**src/rtl/irq_arb_pkg.sv**
```systemverilog
package irq_arb_pkg;
  typedef enum logic [1:0] {
    WIN_NONE = 2'd0,
    WIN_NMI  = 2'd1,
    WIN_SRC  = 2'd2
  } win_kind_e;
endpackage

```
**src/rtl/irq_nmi_latch.sv**
```systemverilog
module irq_nmi_latch (
  input  logic clk,
  input  logic rst_n,
  input  logic nmi_n,
  input  logic ack,
  output logic pend
);
  logic prev_q;
  logic fall;

  assign fall = prev_q & ~nmi_n;

  always_ff @(posedge clk or negedge rst_n) begin
    if (!rst_n) begin
      prev_q <= 1'b1;
      pend   <= 1'b0;
    end else begin
      prev_q <= nmi_n;
      // a fresh edge outranks a clear in the same cycle
      pend   <= fall | (pend & ~ack);
    end
  end
endmodule

```
**src/rtl/irq_prio_pick.sv**
```systemverilog
module irq_prio_pick #(
  parameter int NSRC = 8,
  localparam int PW  = (NSRC > 1) ? $clog2(NSRC) : 1
) (
  input  logic [NSRC-1:0] req,
  output logic            any,
  output logic [PW-1:0]   idx
);
  always_comb begin
    any = |req;
    idx = '0;
    // scan downward so the lowest set index is written last
    for (int i = NSRC - 1; i >= 0; i--) begin
      if (req[i]) idx = PW'(i);
    end
  end
endmodule

```
**src/rtl/irq_decide.sv**
```systemverilog
module irq_decide
  import irq_arb_pkg::*;
(
  input  logic      boundary,
  input  logic      ccr_write,
  input  logic      gmask,
  input  logic      nmi_pend,
  input  logic      src_any,
  output win_kind_e kind
);
  always_comb begin
    kind = WIN_NONE;
    if (boundary && !ccr_write) begin
      if (nmi_pend)               kind = WIN_NMI;
      else if (src_any && !gmask) kind = WIN_SRC;
    end
  end
endmodule

```
**src/rtl/irq_arbiter.sv**
```systemverilog
module irq_arbiter
  import irq_arb_pkg::*;
#(
  parameter int NSRC = 8,
  localparam int ID_W = $clog2(NSRC + 1),
  localparam int PW   = (NSRC > 1) ? $clog2(NSRC) : 1
) (
  input  logic            clk,
  input  logic            rst_n,
  input  logic            nmi_n,
  input  logic            nmi_ack,
  input  logic [NSRC-1:0] src_req,
  input  logic [NSRC-1:0] src_en,
  input  logic            gmask,
  input  logic            boundary,
  input  logic            ccr_write,
  output logic            accept,
  output logic [ID_W-1:0] accept_id
);
  logic            nmi_pend;
  logic [NSRC-1:0] live_req;
  logic            src_any;
  logic [PW-1:0]   src_idx;
  win_kind_e       kind;

  assign live_req = src_req & src_en;

  irq_nmi_latch u_nmi (
    .clk   (clk),
    .rst_n (rst_n),
    .nmi_n (nmi_n),
    .ack   (nmi_ack),
    .pend  (nmi_pend)
  );

  irq_prio_pick #(.NSRC(NSRC)) u_pick (
    .req (live_req),
    .any (src_any),
    .idx (src_idx)
  );

  irq_decide u_dec (
    .boundary  (boundary),
    .ccr_write (ccr_write),
    .gmask     (gmask),
    .nmi_pend  (nmi_pend),
    .src_any   (src_any),
    .kind      (kind)
  );

  always_ff @(posedge clk or negedge rst_n) begin
    if (!rst_n) begin
      accept    <= 1'b0;
      accept_id <= '0;
    end else begin
      accept <= (kind != WIN_NONE);
      if (kind == WIN_NMI)      accept_id <= '0;
      else if (kind == WIN_SRC) accept_id <= ID_W'(src_idx) + ID_W'(1);
    end
  end
endmodule

```
**config.mk**
```make
export PLATFORM = sky130hd
export DESIGN_NAME = irq_arbiter
export DESIGN_NICKNAME = d
export VERILOG_FILES = /design/src/rtl/irq_arb_pkg.sv /design/src/rtl/irq_nmi_latch.sv /design/src/rtl/irq_prio_pick.sv /design/src/rtl/irq_decide.sv /design/src/rtl/irq_arbiter.sv
export SDC_FILE = /design/constraint.sdc
export NUM_CORES = 1
export LEC_CHECK = 0
export ABC_CLOCK_PERIOD_IN_PS = 3300
export BUFFER_PORTS_ARGS = -buffer_cell sky130_fd_sc_hd__buf_2
export CORE_AREA = 4 4 41 43
export DETAILED_ROUTE_END_ITERATION = 7
export DIE_AREA = 0 0 45 47
export GPL_ROUTABILITY_DRIVEN = 0
export MAX_ROUTING_LAYER = met4
export PLACE_DENSITY = 0.68
export SLEW_MARGIN = 20
export SYNTH_ARGS = -nofsm -noshare
export SYNTH_HDL_FRONTEND = slang
export SYNTH_SLANG_ARGS = --single-unit
```
**constraint.sdc**
```tcl
create_clock -name clk -period 3.3 [get_ports clk]
set_clock_uncertainty 0.1 [all_clocks]
set_input_delay 0.495 -clock clk [delete_from_list [all_inputs] [get_ports clk]]
set_output_delay 0.495 -clock clk [all_outputs]
set_load 0.02 [all_outputs]
```
==> results.yml, run 1 <==
detailed_routing:
  post_drt_via_cell_ratio: 5.01
  num_vias: 491
  drtIter0Drc: 6
  routedWlPerCell_um: 11.7
  drc: 0
  drt-total-wl_um: 1150
  ant_nets: 0
  first_pass_iters: 4
synthesis:
  syn_area_per_cell_um2: 9.37
  yosysSeqAreaShare: 0.369
  synth_seq_cells: 7
  synth_cell_types: 25
  syn-num-nets: 77
  netlist_area_um2: 478
  yosysWarnings: 0
  syn_inst: 51
setup_path:
  cp.depth: 6
  cp_max_fo: 6
  cp_top_family: "simple AND/OR/NAND/NOR gates"
  critPathKind: "reg -> reg"
  worstSetupEndpointType: "register"
  arrival_ns: 2.08
  required_ns: 3.38
  slowest_stage: "ha_1"
  cp_cell_sequence: "nor4b_1 -> o31ai_1 -> ha_1 -> nand2b_1 -> or3_1 -> o22ai_2"
  startpoint_type: "register"
  reg2reg_depth: 6
  max_stage_delay_ns: 0.41
  path_buf_inv: 0
hold_path:
  hold_path.class: "in -> reg"
  holdPathStages: 1
final_layout:
  num-fill-cells: 137
  finalNetCount: 110
  final_cell_mix: "27 x buf_2, 8 x inv_1, 7 x nand2_1"
  final_common_cell: "buf_2"
  layout-drive-gt1-share: 0.422
  fin_area_um2: 668
  synthToLayoutAreaGrowth_pct: 39.8
  n_antenna_cell: 0
  utilization: 0.513
placement:
  hpwl_um: 951
  placed_cell_area_um2: 632
  port_buffers: 27
cts:
  clkLatencyLatePin_ns: 0.26
  clockBufferDepth: 2
  cts-htree-levels: 1
  cts_buffers: 3
  clk_pin_slew_ns: 0.06
  cts_tree: "yes"
  cts_root_buffer: "clkbuf_4"
  cts_sinks: 7
grt:
  grt_max_degree: 8
  grt_pass1_wl_um: 1880
  track_usage: 0.137
  grt_antenna_before_repair: 0
  grt_pass1_vias: 462
  grt-ovfl-total: 0
sta:
  period_share: 0.605
  worstMarginPinSlew_ns: 0.313
  min_period_ns: 2.00
  hold_ws_ns: 0.258
  rsz0062_at_grt: "false"
  slew_viol_final: 0
  hold_viol_final: 0
  setup_viol: 0
  fin_tns_setup_ns: 0
  fmax_mhz: 501
  relSlewSlack: 0.789
power_and_ir_drop:
  clockPowerShare: 0.289
  ir_drop_mv: 0.0967
  power.total_mw: 0.280
  p_comb_frac: 0.330
  p_sw_mw: 0.0938
  p_sw_frac: 0.335
  power.leakage_nw: 0.361
  p_seq_frac: 0.381
  powerDensity_nw_per_um2: 419
  p_int_mw: 0.186
run_status:
  outcome: "finished clean"
die:
  io_pins: 28
  start_util: 0.367
  core_um2: 1300
  dieArea_um2: 2120
  chipWidth_um: 45
  die_h_um: 47
  rows: 13
flow_run:
  cap_violations: 0
## state kept, by name, indices dropped and copies added (netlist names)
name and cells:
u_nmi.pend 1, u_nmi.prev_q 1, accept_id 4, accept 1
## worst register-to-register path, cell delays in order (launching register included)
cell and delay (ns):
dfrtp_1 0.40, nor4b_1 0.32, o31ai_1 0.16, ha_1 0.41, nand2b_1 0.12, or3_1 0.33
o22ai_2 0.09
## path summary, 6_finish.rpt
kind                                        start                  endpoint  slack (ns)
setup / recovery             u_nmi.pend$_DFF_PN0_  accept_id[3]$_DFFE_PN0P_        1.30
hold / removal                              nmi_n    u_nmi.prev_q$_DFF_PN1_        0.26
setup reg to reg             u_nmi.pend$_DFF_PN0_  accept_id[3]$_DFFE_PN0P_        1.30
hold reg to reg            u_nmi.prev_q$_DFF_PN1_      u_nmi.pend$_DFF_PN0_        0.41
max in group asynchronous                   rst_n    u_nmi.prev_q$_DFF_PN1_        2.38
min in group asynchronous                   rst_n      u_nmi.pend$_DFF_PN0_        0.49
## power by group through the flow
stage / Combinational (mW) / Sequential (mW) / Clock [mW]
3_3_place_gp: 0.0907 / 0.107 / 0
3_5_place_dp: 0.0917 / 0.108 / 0
6_report: 0.0924 / 0.107 / 0.0809
5_1_grt: 0.105 / 0.108 / 0.0871
4_1_cts: 0.0940 / 0.107 / 0.0828
2_1_floorplan: 0.0370 / 0.124 / 0
## per-layer routing
layer | up-vias | share of wire | GRT usage
met5 | - | 0 | -
li1 | 250 | - | -
met1 | 217 | 0.36 | 0.136
met3 | 4 | 0.064 | 0.0115
met2 | 20 | 0.54 | 0.229
met4 | 0 | 0.035 | 0.140
## synthesized netlist by cell type
master,instances,share of area
inv_1,8,0.063
nand2_1,7,0.055
dfrtp_1,6,0.31
ha_1,3,0.079
o22ai_1,3,0.039
a22o_1,2,0.037
nand3_1,2,0.021
nand3b_1,2,0.031
o211ai_1,2,0.031
a21oi_1,1,0.010
a22oi_1,1,0.016
a22oi_4,1,0.045
a31o_2,1,0.018
and2_1,1,0.013
dfstp_2,1,0.055
nand2b_1,1,0.013
nand4_1,1,0.013
nor2b_1,1,0.013
nor4b_1,1,0.018
o2111ai_2,1,0.031
o21ai_0,1,0.010
o22ai_2,1,0.026
o31ai_1,1,0.016
or3_1,1,0.013
xor2_1,1,0.018
## metrics by stage
stage	setup slack, ns	std cells
finish	1.30	98
global route	1.16	98
CTS	1.27	98
detailed placement	1.07	93
global placement	1.13	93
floorplan	1.35	51
## cell type report
| cell class | count | area (µm²) | area share |
|---|---|---|---|
| repair buffers | 28 | 145 | 0.217 |
| clock buffers | 4 | 26.3 | 0.0393 |
| flip-flops and latches | 7 | 176 | 0.264 |
| inverters | 8 | 30.0 | 0.0449 |
| well taps | 15 | 18.8 | 0.0281 |
| multi-input cells | 36 | 272 | 0.406 |
## logic make-up (layout without fill, tap and decap cells)
family          Yosys count  count (layout)  synth area share
compound gates           15              15             0.280
xor+xnor                  1               1            0.0183
fa+ha+maj                 3               3            0.0785
buf+inv                   8              40            0.0628
flops                     7               7             0.369
simple gates             17              17             0.191
## what timing repair did
item,in CTS,in global routing
buffers inserted,0,0
hold buffers,1,0
hold endpoints to repair,6,0
resized for setup,0,0
No activity file was read; power rests on OpenSTA's default activity.
==> run 2, diff against run 1 <==
Settings changed: ABC_CLOCK_PERIOD_IN_PS 3300 to 1700, PLACE_DENSITY 0.68 to 0.71.
Clock period 3.3 ns to 1.7 ns, I/O delays scaled along.
==> results.yml, run 2 (synthesis results as in run 1) <==
cts:
  cts_sinks: 7
  cts_root_buffer: "clkbuf_4"
  clockBufferDepth: 2
  cts_tree: "yes"
  cts_buffers: 3
  clkLatencyLatePin_ns: 0.24
  cts-htree-levels: 1
  clk_pin_slew_ns: 0.05
die:
  start_util: 0.367
  rows: 13
  die_h_um: 47
  chipWidth_um: 45
  dieArea_um2: 2120
  core_um2: 1300
  io_pins: 28
placement:
  port_buffers: 27
  pre_cts_slack_ns: -0.153
  hpwl_um: 1140
final_layout:
  synthToLayoutAreaGrowth_pct: 79.3
  n_antenna_cell: 0
  top_register: "accept_id"
  final_common_cell: "buf_2"
  finalNetCount: 127
  num-fill-cells: 112
  layout-drive-gt1-share: 0.590
  largest_reg_flops: 4
  final_cell_mix: "27 x buf_2, 16 x buf_4, 8 x inv_1"
hold_path:
  holdPathStages: 1
  whs_endpoint: "u_nmi.prev_q$_DFF_PN1_"
  hold_start: "nmi_n"
  hold_path.class: "in -> reg"
grt:
  grt-ovfl-total: 0
  grt.met1_usage: 0.143
  grt_pass1_wl_um: 2190
  track_usage: 0.148
  grt_antenna_before_repair: 0
  busiest_layer: "met2"
  grt_max_degree: 8
  grt_pass1_vias: 567
  grtUsageMet3: 0.0345
  grt_util_met2: 0.274
run_status:
  outcome: "finished, violations left"
  violations: "setup timing"
detailed_routing:
  first_pass_iters: 4
  drc: 0
  routedWlPerCell_um: 12.1
  ant_nets: 0
  post_drt_via_cell_ratio: 5.04
  drt-total-wl_um: 1390
  num_vias: 580
  drtIter0Drc: 7
setup_path:
  worst-r2r-setup-slack_ns: -0.09
  required_ns: 1.77
  worstSetupEndpointType: "register"
  critPathKind: "reg -> reg"
  reg2reg_depth: 7
  arrival_ns: 1.86
  reg2reg_to: "accept_id[3]$_DFFE_PN0P_"
  r2r-start: "u_nmi.pend$_DFF_PN0_"
  startpoint_type: "register"
  cp_max_fo: 2
sta:
  period_share: 1.05
  slew_viol_final: 0
  fmax_mhz: 558
  rsz0062_at_grt: "true"
  hold_viol_final: 0
  setup_slack_ns: -0.0934
  min_period_ns: 1.79
  hold_ws_ns: 0.0195
  relSlewSlack: 0.819
  setup_viol: 4
  worstMarginPinSlew_ns: 0.269
power_and_ir_drop:
  powerDensity_nw_per_um2: 692
  power.leakage_nw: 0.458
  ir_drop_mv: 0.309
  power.total_mw: 0.593
flow_run:
  cap_violations: 0
==> run 2: worst max-delay path by stage <==
stage                                     from                        to  slack [ns]  depth (start not counted)
after CTS                 u_nmi.pend$_DFF_PN0_  accept_id[3]$_DFFE_PN0P_        -0.1                          7
after global routing      u_nmi.pend$_DFF_PN0_  accept_id[3]$_DFFE_PN0P_       -0.14                          6
after detailed placement            src_req[2]  accept_id[3]$_DFFE_PN0P_       -0.15                          8
final                     u_nmi.pend$_DFF_PN0_  accept_id[3]$_DFFE_PN0P_       -0.09                          7
after global placement    u_nmi.pend$_DFF_PN0_  accept_id[3]$_DFFE_PN0P_       -0.11                          7
after floorplan           u_nmi.pend$_DFF_PN0_  accept_id[3]$_DFFE_PN0P_       -0.07                          6
==> run 2: critical path, cell delays in order (launching register included) <==
cell and delay (ns):
dfrtp_1 0.41, nor4b_4 0.23, o31ai_2 0.12, buf_4 0.16, ha_4 0.15, nand2b_4 0.13
or3_4 0.33, o22ai_2 0.08
==> run 2: final cells by class <==
cell class | count | area, µm² | share of cell area
well taps | 15 | 18.8 | 0.0219
repair buffers | 45 | 277 | 0.323
inverters | 8 | 30.0 | 0.0350
multi-input cells | 36 | 329 | 0.384
clock buffers | 4 | 26.3 | 0.0307
flip-flops and latches | 7 | 176 | 0.206
==> run 2: where the power goes <==
group	switching (mW)	internal (mW)
sequential	0.0140	0.195
combinational	0.121	0.118
clock	0.0559	0.0892
total	0.191	0.403
==> run 2: through the flow <==
step	area, µm²	utilization	TNS [ns]	cells
detailed placement	758	0.583	-0.455	109
finish	857	0.659	-0.253	115
floorplan	484	-	-0.0660	51
CTS	825	0.634	-0.0995	114
global route	857	0.659	-0.440	115
global placement	758	0.583	-0.231	109
==> run 2: repair_timing <==
action,CTS,global route
setup buffers,0,1
pin swaps,1,0
endpoints found under the hold margin,7,0
resized for setup,5,4
gates cloned,0,0
hold buffers,1,0
setup endpoints to repair,3,4
==> run 2: routing by layer <==
metal  vias up  routed length, µm
met5         -                  0
met3         2                125
met1       267                496
met4         0                 16
met2        23                750
li1        288                  -
==> run 3, diff against run 2 <==
Settings changed: ABC_CLOCK_PERIOD_IN_PS 1700 to 2110, CELL_PAD_IN_SITES_DETAIL_PLACEMENT set to 1, CELL_PAD_IN_SITES_GLOBAL_PLACEMENT set to 1, CORE_AREA 4 4 41 43 to unset, CORE_MARGIN set to 4, CORE_UTILIZATION set to 31, DIE_AREA 0 0 45 47 to unset, PLACE_DENSITY 0.71 to unset, PLACE_DENSITY_LB_ADDON set to 0.1.
Clock period 1.7 ns to 2.11 ns, I/O delays scaled along.
==> results.yml, run 3 (synthesis results as in run 1) <==
sta:
  slew_viol_final: 0
  hold_viol_final: 0
  fmax_mhz: 537
  relSlewSlack: 0.800
  rsz0062_at_grt: "false"
  period_share: 0.882
  fin_tns_setup_ns: 0
  hold_ws_ns: 0.0814
  min_period_ns: 1.86
  worstMarginPinSlew_ns: 0.297
  setup_viol: 0
  setup_slack_ns: 0.248
cts:
  cts_tree: "yes"
  clk_pin_slew_ns: 0.05
  cts-htree-levels: 1
  clockBufferDepth: 2
  postCtsResizedCells: 0
  clkLatencyLatePin_ns: 0.24
  cts_sinks: 7
  cts_root_buffer: "clkbuf_4"
  cts_buffers: 3
detailed_routing:
  num_vias: 484
  post_drt_via_cell_ratio: 4.84
  first_pass_iters: 3
  drtIter0Drc: 9
  drt-total-wl_um: 1140
  dr_wl_met2_um: 507
  ant_nets: 0
  wl_met3_um: 113
  wirelength_met1_um: 496
  routedWlPerCell_um: 11.4
  drc: 0
  topRoutingLayerUsed: "met4"
final_layout:
  n_antenna_cell: 0
  multi_input_area_um2: 272
  top_register: "accept_id"
  seqCellArea_um2: 176
  final_cell_mix: "27 x buf_2, 8 x inv_1, 7 x nand2_1"
  num-fill-cells: 188
  finalNetCount: 112
  largest_reg_flops: 4
  layout-drive-gt1-share: 0.435
  synthToLayoutAreaGrowth_pct: 42.9
  final_common_cell: "buf_2"
placement:
  hpwl_um: 1020
  pre_cts_slack_ns: 0.151
  port_buffers: 27
grt:
  grt_pass1_wl_um: 1860
  grt_pass1_vias: 478
  track_usage: 0.122
  grt_antenna_before_repair: 0
  grt_max_degree: 8
  grt-ovfl-total: 0
setup_path:
  max_stage_delay_ns: 0.39
  arrival_ns: 1.93
  cp_max_fo: 3
  critPathKind: "reg -> reg"
  slowest_stage: "dfrtp_1"
  cp_cell_sequence: "nor4b_1 -> o31ai_1 -> ha_1 -> nand2b_1 -> or3_1 -> o22ai_2"
  worstSetupEndpointType: "register"
  startpoint_type: "register"
  required_ns: 2.18
power_and_ir_drop:
  powerDensity_nw_per_um2: 628
  power.leakage_nw: 0.370
  power.total_mw: 0.429
  ir_drop_mv: 0.150
die:
  die_h_um: 47.3
  core_um2: 1380
  start_util: 0.346
  dieArea_um2: 2230
  rows: 13
  io_pins: 28
  chipWidth_um: 47.3
flow_run:
  cap_violations: 0
hold_path:
  hold_path.class: "in -> reg"
run_status:
  outcome: "finished clean"
run 3: changes by cell type in the layout (fill, tap and decap cells not counted), sizes merged:
cell,before,now
buf,44,29
run 3: final cells by class:
type,count,share of cell area
clock buffers,4,0.0385
flip-flops and latches,7,0.258
well taps,15,0.0275
repair buffers,30,0.234
inverters,8,0.0440
multi-input cells,36,0.397
run 3: critical path, delay by kind of cell, from the launching register on:
family                     cells  cell delay, ns
adders and majority gates      1            0.32
and+or+nand+nor                3            0.74
DFF                            1            0.39
AOI/OAI and AO/OA              2            0.25
run 3: where the power goes:
| part | internal (mW) | switching [mW] | total [mW] |
|---|---|---|---|
| Combinational | 0.0646 | 0.0815 | 0.146 |
| Clock | 0.0718 | 0.0437 | 0.115 |
| Sequential | 0.157 | 0.0101 | 0.167 |
run 3: path summary, 6_finish.rpt:
path	startpoint	slack [ns]	endpoint	cells after the start
setup / recovery	u_nmi.pend$_DFF_PN0_	0.25	accept_id[3]$_DFFE_PN0P_	6
hold / removal	nmi_n	0.08	u_nmi.prev_q$_DFF_PN1_	1
setup reg to reg	u_nmi.pend$_DFF_PN0_	0.25	accept_id[3]$_DFFE_PN0P_	6
hold reg to reg	u_nmi.prev_q$_DFF_PN1_	0.41	u_nmi.pend$_DFF_PN0_	2
max in group asynchronous	rst_n	1.35	u_nmi.prev_q$_DFF_PN1_	2
min in group asynchronous	rst_n	0.34	u_nmi.pend$_DFF_PN0_	2
run 3: repair_timing:
| action | in CTS | in global routing |
|---|---|---|
| hold endpoints to repair | 7 | 0 |
| hold buffers | 1 | 0 |
| buffers inserted | 0 | 0 |
run 3: layer usage:
metal / track usage / vias up
li1: - / 254
met1: 0.149 / 203
met2: 0.176 / 25
met3: 0.0115 / 2
met4: 0.0994 / 0
met5: - / -
run 3: metrics by stage:
step,utilization,instances,cell area (µm²)
after floorplan,-,51,478
after global placement,0.468,95,647
after detailed placement,0.468,95,647
after CTS,0.494,100,683
after global routing,0.494,100,683
final,0.494,100,683
